`config.mk`:
```
export PLATFORM = sky130hd
export DESIGN_NAME = ring_fetch_ctrl
export DESIGN_NICKNAME = d
export VERILOG_FILES = /design/src/rtl/ring_fetch_pkg.sv /design/src/rtl/ring_regs.sv /design/src/rtl/ring_fetch_fsm.sv /design/src/rtl/ring_wb.sv /design/src/rtl/ring_fetch_ctrl.sv
export SDC_FILE = /design/constraint.sdc
export NUM_CORES = 1
export LEC_CHECK = 0
export BUFFER_PORTS_ARGS = -buffer_cell sky130_fd_sc_hd__buf_2
export CAP_MARGIN = 20
export CORE_UTILIZATION = 53
export CTS_BUF_LIST = sky130_fd_sc_hd__clkbuf_8 sky130_fd_sc_hd__clkbuf_16
export DETAILED_ROUTE_END_ITERATION = 10
export PLACE_DENSITY = 0.81
export SLEW_MARGIN = 5
export SYNTH_ARGS = -nofsm -noshare
export SYNTH_HDL_FRONTEND = slang
export SYNTH_HIERARCHICAL = 1
export SYNTH_SLANG_ARGS = --single-unit
```
`constraint.sdc`:
```
create_clock -name clk_i -period 3 [get_ports clk_i]
set_input_delay 0.6 -clock clk_i [delete_from_list [all_inputs] [get_ports clk_i]]
set_output_delay 0.6 -clock clk_i [all_outputs]
set_load 0.02 [all_outputs]
```
`src/rtl/ring_fetch_pkg.sv`:
```
package ring_fetch_pkg;
  localparam int REG_AW = 3;
  localparam logic [REG_AW-1:0] RA_CTRL   = 3'd0;
  localparam logic [REG_AW-1:0] RA_BASE   = 3'd1;
  localparam logic [REG_AW-1:0] RA_RPTR   = 3'd2;
  localparam logic [REG_AW-1:0] RA_WPTR   = 3'd3;
  localparam logic [REG_AW-1:0] RA_WBHI   = 3'd4;
  localparam logic [REG_AW-1:0] RA_WBLO   = 3'd5;
  localparam logic [REG_AW-1:0] RA_STATUS = 3'd6;

  localparam int CTRL_EN_BIT = 0;
  localparam int CTRL_SZ_LSB = 1;
  localparam int CTRL_SZ_W   = 5;
  localparam int CTRL_WB_BIT = 12;

  typedef enum logic [1:0] {
    FS_IDLE = 2'd0,
    FS_WAIT = 2'd1,
    FS_HOLD = 2'd2
  } fetch_state_e;
endpackage

```
`src/rtl/ring_regs.sv`:
```
module ring_regs
  import ring_fetch_pkg::*;
#(
  parameter int MAX_LOG2 = 14,
  parameter int BASE_W   = 32,
  parameter int PTR_W    = MAX_LOG2 + 2
) (
  input  logic              clk_i,
  input  logic              rst_ni,
  input  logic              soft_rst_i,
  input  logic              we_i,
  input  logic [REG_AW-1:0] addr_i,
  input  logic [31:0]       wdata_i,
  output logic [31:0]       rdata_o,
  input  logic              adv_i,
  input  logic              busy_i,
  output logic              en_o,
  output logic              wb_en_o,
  output logic [BASE_W-1:0] base_o,
  output logic [PTR_W-1:0]  rptr_o,
  output logic [PTR_W-1:0]  wptr_o,
  output logic [7:0]        wb_hi_o,
  output logic [29:0]       wb_lo_o,
  output logic              idle_o
);
  logic                 en_q, wb_en_q;
  logic [CTRL_SZ_W-1:0] sz_q, sz_eff;
  logic [BASE_W-1:0]    base_q;
  logic [PTR_W-1:0]     rptr_q, wptr_q, byte_mask;
  logic [7:0]           wb_hi_q;
  logic [29:0]          wb_lo_q;

  // clamp size, then build a dword-aligned byte mask
  assign sz_eff    = (sz_q > CTRL_SZ_W'(MAX_LOG2)) ? CTRL_SZ_W'(MAX_LOG2) : sz_q;
  assign byte_mask = ({PTR_W{1'b1}} >> (CTRL_SZ_W'(MAX_LOG2) - sz_eff)) & ~PTR_W'(3);

  always_ff @(posedge clk_i or negedge rst_ni) begin
    if (!rst_ni) begin
      en_q    <= 1'b0;
      wb_en_q <= 1'b0;
      sz_q    <= '0;
      base_q  <= '0;
      wb_hi_q <= '0;
      wb_lo_q <= '0;
    end else if (we_i) begin
      case (addr_i)
        RA_CTRL: begin
          en_q    <= wdata_i[CTRL_EN_BIT];
          sz_q    <= wdata_i[CTRL_SZ_LSB +: CTRL_SZ_W];
          wb_en_q <= wdata_i[CTRL_WB_BIT];
        end
        RA_BASE: base_q  <= wdata_i[BASE_W-1:0];
        RA_WBHI: wb_hi_q <= wdata_i[7:0];
        RA_WBLO: wb_lo_q <= wdata_i[31:2];
        default: ;
      endcase
    end
  end

  always_ff @(posedge clk_i or negedge rst_ni) begin
    if (!rst_ni) begin
      rptr_q <= '0;
      wptr_q <= '0;
    end else if (soft_rst_i) begin
      rptr_q <= '0;
      wptr_q <= '0;
    end else begin
      if (we_i && addr_i == RA_RPTR)  rptr_q <= wdata_i[PTR_W-1:0] & ~PTR_W'(3);
      else if (adv_i)                 rptr_q <= (rptr_q + PTR_W'(4)) & byte_mask;
      if (we_i && addr_i == RA_WPTR)  wptr_q <= wdata_i[PTR_W-1:0] & ~PTR_W'(3);
    end
  end

  assign idle_o = (rptr_q == wptr_q) && !busy_i;

  always_comb begin
    rdata_o = '0;
    case (addr_i)
      RA_CTRL: begin
        rdata_o[CTRL_EN_BIT]               = en_q;
        rdata_o[CTRL_SZ_LSB +: CTRL_SZ_W]  = sz_q;
        rdata_o[CTRL_WB_BIT]               = wb_en_q;
      end
      RA_BASE:   rdata_o[BASE_W-1:0] = base_q;
      RA_RPTR:   rdata_o[PTR_W-1:0]  = rptr_q;
      RA_WPTR:   rdata_o[PTR_W-1:0]  = wptr_q;
      RA_WBHI:   rdata_o[7:0]        = wb_hi_q;
      RA_WBLO:   rdata_o[31:2]       = wb_lo_q;
      RA_STATUS: rdata_o[0]          = idle_o;
      default: ;
    endcase
  end

  assign en_o    = en_q;
  assign wb_en_o = wb_en_q;
  assign base_o  = base_q;
  assign rptr_o  = rptr_q;
  assign wptr_o  = wptr_q;
  assign wb_hi_o = wb_hi_q;
  assign wb_lo_o = wb_lo_q;
endmodule

```
`src/rtl/ring_fetch_fsm.sv`:
```
module ring_fetch_fsm
  import ring_fetch_pkg::*;
#(
  parameter int PTR_W  = 16,
  parameter int BASE_W = 32,
  parameter int ADDR_W = BASE_W + 8
) (
  input  logic              clk_i,
  input  logic              rst_ni,
  input  logic              soft_rst_i,
  input  logic              en_i,
  input  logic [BASE_W-1:0] base_i,
  input  logic [PTR_W-1:0]  rptr_i,
  input  logic [PTR_W-1:0]  wptr_i,
  output logic              mem_req_o,
  output logic [ADDR_W-1:0] mem_addr_o,
  input  logic              mem_gnt_i,
  input  logic              mem_rvalid_i,
  input  logic [31:0]       mem_rdata_i,
  output logic              pkt_valid_o,
  output logic [31:0]       pkt_data_o,
  input  logic              pkt_ready_i,
  output logic              adv_o,
  output logic              busy_o
);
  fetch_state_e state_q, state_d;
  logic [31:0]  data_q;
  logic         can_fetch;

  assign can_fetch  = en_i && (rptr_i != wptr_i) && pkt_ready_i && !soft_rst_i;
  assign mem_req_o  = (state_q == FS_IDLE) && can_fetch;
  assign mem_addr_o = {base_i, 8'h00} + ADDR_W'(rptr_i);

  always_comb begin
    state_d = state_q;
    case (state_q)
      FS_IDLE: if (mem_req_o && mem_gnt_i) state_d = FS_WAIT;
      FS_WAIT: if (mem_rvalid_i)           state_d = FS_HOLD;
      FS_HOLD: if (pkt_ready_i)            state_d = FS_IDLE;
      default:                             state_d = FS_IDLE;
    endcase
    if (soft_rst_i) state_d = FS_IDLE;
  end

  always_ff @(posedge clk_i or negedge rst_ni) begin
    if (!rst_ni) begin
      state_q <= FS_IDLE;
      data_q  <= '0;
    end else begin
      state_q <= state_d;
      if (state_q == FS_WAIT && mem_rvalid_i) data_q <= mem_rdata_i;
    end
  end

  assign pkt_valid_o = (state_q == FS_HOLD);
  assign pkt_data_o  = data_q;
  assign adv_o       = pkt_valid_o && pkt_ready_i && !soft_rst_i;
  assign busy_o      = (state_q != FS_IDLE);
endmodule

```
`src/rtl/ring_wb.sv`:
```
module ring_wb #(
  parameter int PTR_W  = 16,
  parameter int ADDR_W = 40
) (
  input  logic              clk_i,
  input  logic              rst_ni,
  input  logic              soft_rst_i,
  input  logic              wb_en_i,
  input  logic              adv_i,
  input  logic [PTR_W-1:0]  rptr_i,
  input  logic [7:0]        wb_hi_i,
  input  logic [29:0]       wb_lo_i,
  output logic              wb_req_o,
  output logic [ADDR_W-1:0] wb_addr_o,
  output logic [31:0]       wb_data_o,
  input  logic              wb_ack_i
);
  logic pend_q;

  always_ff @(posedge clk_i or negedge rst_ni) begin
    if (!rst_ni)                pend_q <= 1'b0;
    else if (soft_rst_i)        pend_q <= 1'b0;
    else if (adv_i && wb_en_i)  pend_q <= 1'b1;
    else if (wb_req_o && wb_ack_i) pend_q <= 1'b0;
    else if (!wb_en_i)          pend_q <= 1'b0;
  end

  // data follows the live pointer, so back-to-back advances coalesce
  assign wb_req_o  = pend_q && wb_en_i;
  assign wb_addr_o = ADDR_W'({wb_hi_i, wb_lo_i, 2'b00});
  assign wb_data_o = 32'(rptr_i);
endmodule

```
`src/rtl/ring_fetch_ctrl.sv`:
```
module ring_fetch_ctrl
  import ring_fetch_pkg::*;
#(
  parameter int MAX_LOG2 = 14,
  parameter int BASE_W   = 32,
  localparam int PTR_W   = MAX_LOG2 + 2,
  localparam int ADDR_W  = BASE_W + 8
) (
  input  logic              clk_i,
  input  logic              rst_ni,
  input  logic              soft_rst_i,
  input  logic              reg_we_i,
  input  logic [2:0]        reg_addr_i,
  input  logic [31:0]       reg_wdata_i,
  output logic [31:0]       reg_rdata_o,
  output logic              mem_req_o,
  output logic [ADDR_W-1:0] mem_addr_o,
  input  logic              mem_gnt_i,
  input  logic              mem_rvalid_i,
  input  logic [31:0]       mem_rdata_i,
  output logic              pkt_valid_o,
  output logic [31:0]       pkt_data_o,
  input  logic              pkt_ready_i,
  output logic              wb_req_o,
  output logic [ADDR_W-1:0] wb_addr_o,
  output logic [31:0]       wb_data_o,
  input  logic              wb_ack_i
);
  logic              en, wb_en, adv, busy, idle;
  logic [BASE_W-1:0] base;
  logic [PTR_W-1:0]  rptr, wptr;
  logic [7:0]        wb_hi;
  logic [29:0]       wb_lo;

  ring_regs #(.MAX_LOG2(MAX_LOG2), .BASE_W(BASE_W), .PTR_W(PTR_W)) i_regs (
    .clk_i, .rst_ni, .soft_rst_i,
    .we_i(reg_we_i), .addr_i(reg_addr_i), .wdata_i(reg_wdata_i), .rdata_o(reg_rdata_o),
    .adv_i(adv), .busy_i(busy),
    .en_o(en), .wb_en_o(wb_en), .base_o(base), .rptr_o(rptr), .wptr_o(wptr),
    .wb_hi_o(wb_hi), .wb_lo_o(wb_lo), .idle_o(idle)
  );

  ring_fetch_fsm #(.PTR_W(PTR_W), .BASE_W(BASE_W), .ADDR_W(ADDR_W)) i_fsm (
    .clk_i, .rst_ni, .soft_rst_i,
    .en_i(en), .base_i(base), .rptr_i(rptr), .wptr_i(wptr),
    .mem_req_o, .mem_addr_o, .mem_gnt_i, .mem_rvalid_i, .mem_rdata_i,
    .pkt_valid_o, .pkt_data_o, .pkt_ready_i,
    .adv_o(adv), .busy_o(busy)
  );

  ring_wb #(.PTR_W(PTR_W), .ADDR_W(ADDR_W)) i_wb (
    .clk_i, .rst_ni, .soft_rst_i,
    .wb_en_i(wb_en), .adv_i(adv), .rptr_i(rptr),
    .wb_hi_i(wb_hi), .wb_lo_i(wb_lo),
    .wb_req_o, .wb_addr_o, .wb_data_o, .wb_ack_i
  );
endmodule

```
==> results.cfg <==
[grt]
gr-usage-all-layers_pct = 28.9
grt_pass1_vias = 6606
grt_overflow = 0
grt_max_degree = 52
antenna_found_initial = 1
grt_pass1_wl_um = 36100

[synth]
synthArstFlopShare_pct = 100
syn_area_mm2 = 0.00853
synth-seq-area-share_pct = 41.1
synth_flop_cell = dfrtp_1
synth_top_area_share_pct = 41.1
yosysWarnings = 6
synth_top_cell_by_area = dfrtp_1
ys_top_cells_by_area = dfrtp_1, mux2_2, buf_4, xnor2_1, xor2_1
syn_inst = 816
synth-edff-count = 0
synth_cell_types = 69
avgSynthCellArea_um2 = 10.5
ys_ff_latch = 140

[detailed_routing]
first_pass_iters = 5
num_vias = 7043
drtAntennaViolNets = 0
wirelength_um = 24600
drc = 0
first_iter_violations = 631
wl_per_cell_um = 20.0
viasPerCell = 5.73

[setup_path]
rr_endpoint = i_regs/rptr_o[7]
critPathRequiredTime_ns = 2.40
start_kind = flip-flop
cp.arrival_ns = 2.45
cp_slowest_stage_delay_ns = 0.42
cp-end-kind = primary output
reg2reg_from = i_regs/sz_q[0]
critPathKind = reg2out
worstPathCellList = buf_4, fa_2, a211oi_4, o311ai_4, o211a_4, nand3_1, xnor2_1, buf_4
path_depth = 8
worst-path-buf-inv = 2
cp_max_fo = 9
r2r_cells = 9
cpMostUsedCell = buf_4
slowest_stage = fa_2
path_delay_family = compound AO/OA/AOI/OAI gates
reg2reg_slack_ns = 0.32

[final_layout]
syn_to_final_growth_pct = 22.3
fin_nets = 1088
fillers = 1199
drive_gt1_share_pct = 44.8

[placed_design]
dp_slack_ns = -0.0602
dpl.hpwl_um = 17500
place_congestion = 0.938
portBuffers = 231

[sta]
maxSlewHeadroom_pct = 36.9
worst_pin_slew_ns = 0.940
finalSetupTns_ns = -0.386
setup_viol = 14
slew_viol_final = 0
hold_viol = 0
rsz0062_at_grt = yes
finalClockSkew_ns = 0.00748
post-route-min-period_ns = 3.05
setup_ws_ns = -0.0472
fmax_mhz = 328
post-route-period-util_pct = 102

[status]
violations = negative setup slack
status = finished, violations left

[floorplanning]
pin_count = 254
fp-row-count = 46
start_util_pct = 53.9
die_w_um = 129
die_height_um = 129
design.core.area_mm2 = 0.0158
die_area_mm2 = 0.0166

[power]
power.density_mw_per_mm2 = 676
ir_drop_uv = 551
leakagePower_uw = 0.00512

[clock_tree]
cts_hold_buf = 0
clk_pin_slew_ns = 0.06
cts_max_level = 4
clkSinkCount = 140
clkLatencyLatePin_ns = 0.42
ctsLongestPathBuffers = 2
cts_buffers = 17
root_buffer = clkbuf_16
cts_tree = built

[flow_run]
drv_cap = 0

[hold_path]
min_path_type = in2async
==> how the worst max path moves through the flow <==
stage,start,to,slack [ns]
CTS,i_regs/base_o[0],mem_addr_o[26],-0.08
global placement,i_regs/base_o[1],mem_addr_o[39],0.01
finish,i_regs/rptr_o[9],mem_addr_o[34],-0.05
global route,i_regs/base_o[1],mem_addr_o[19],-0.17
detailed placement,i_regs/rptr_o[9],mem_addr_o[17],-0.06
floorplan,i_regs/rptr_o[12],mem_addr_o[26],0.36
==> flip-flops by register name (all words and copies together), names as in the netlist, 2 cells and up <==
signal / flops
i_regs/sz_q: 5
i_regs/wb_hi_o: 8
i_fsm/pkt_data_o: 32
i_regs/wptr_o: 14
i_regs/rptr_o: 14
i_regs/wb_lo_o: 30
i_regs/base_o: 32
i_fsm/state_q: 2
==> routing by layer <==
| metal | global-route usage [%] | vias to the layer above | wire length, um |
|---|---|---|---|
| met5 | 0 | - | 0 |
| met4 | 10.7 | 0 | 613 |
| met3 | 8.11 | 54 | 2160 |
| met2 | 45.7 | 395 | 11700 |
| met1 | 38.0 | 3456 | 10100 |
| li1 | - | 3138 | - |
==> layout by cell type (no fill, tap or decap), types with 4 or more instances in the layout <==
master     instances
o21ai_1           10
xnor2_2            4
buf_4             64
mux2i_1           26
conb_1            22
o22ai_1            6
ha_4               4
xnor2_1           31
a22o_1             9
mux2_2           105
and3_1             4
nand3_1           15
dfrtp_1          140
o21ai_0           12
inv_1             18
nor2b_1           13
nor3b_1           13
nand2_1           51
mux2_1             5
a22oi_1           10
ha_1               7
nand2b_1           5
xor2_1            33
o211ai_1           7
clkbuf_16         18
clkbuf_8           4
nor2_1            36
buf_2            206
nor4_1             5
a21oi_1           36
nand4_1            8
==> synth_stat cells (3+ instances only) <==
master       n
mux2i_1     26
nor3b_1     13
o21ai_0     14
a22o_1       9
nand2_1     54
dfrtp_1    140
clkbuf_1    22
inv_1       13
and3_1       4
or2_2        3
a211o_1      3
a31o_2       3
o22ai_1      6
mux2_1       5
mux2_2     105
ha_1        12
nor4_1       5
nand3_1     18
nand4_1      8
nand2b_1     5
buf_2       20
nor2_1      37
xor2_1      33
a21o_1       3
a22oi_1     10
o211ai_1     7
a211oi_1     3
xnor2_1     35
nor2b_1     13
buf_4       84
nor3_1       5
a21oi_1     40
o2111ai_1    3
o21ai_1      9
==> area by class of cell <==
cell class / count / area [um^2] / area share [%]
multi-input cells: 554 / 4470 / 42.8
flip-flops and latches: 140 / 3500 / 33.6
repair buffers: 274 / 1590 / 15.2
clock buffers: 21 / 480 / 4.60
well taps: 216 / 270 / 2.59
clock inverters: 11 / 78.8 / 0.755
inverters: 13 / 48.8 / 0.468
diodes: 1 / 2.50 / 0.0240
==> metrics by stage <==
| stage | instance area (um^2) | hold slack, ns | utilization (%) | std cells | power (uW) |
|---|---|---|---|---|---|
| 6_report | 10400 | 0.110 | 65.9 | 1230 | 7050 |
| 5_1_grt | 10400 | 0.144 | 65.9 | 1230 | 7350 |
| 4_1_cts | 10200 | 0.130 | 64.6 | 1224 | 6970 |
| 3_5_place_dp | 9490 | 0.488 | 60.0 | 1189 | 4940 |
| 3_3_place_gp | 9490 | 0.483 | 60.0 | 1189 | 4880 |
| 2_1_floorplan | 8610 | 0.304 | - | 836 | 4280 |
==> logic make-up after synthesis <==
family                   count (synthesis)  share of synthesized area [%]
AO/OA/AOI/OAI                          130                           10.3
XOR/XNOR                                68                           6.98
adder cells (fa/ha/maj)                 13                           1.99
buffers and inverters                  142                           10.4
flip-flops                             140                           41.1
multiplexers                           138                           18.1
other                                    2                         0.0880
AND/OR/NAND/NOR                        183                           11.1
==> power breakdown <==
group | total, uW | switching, uW | internal [uW]
clock network | 1980 | 773 | 1210
registers | 2710 | 393 | 2320
logic | 2360 | 1360 | 998
==> what timing repair did <==
item                                    4_1_cts  5_1_grt
resized for setup                            29       37
buffers inserted                              3        4
pin swaps                                     9       14
endpoints found under the setup margin       26       27
gates cloned                                  0        1
No activity file was read; power rests on OpenSTA's default activity.
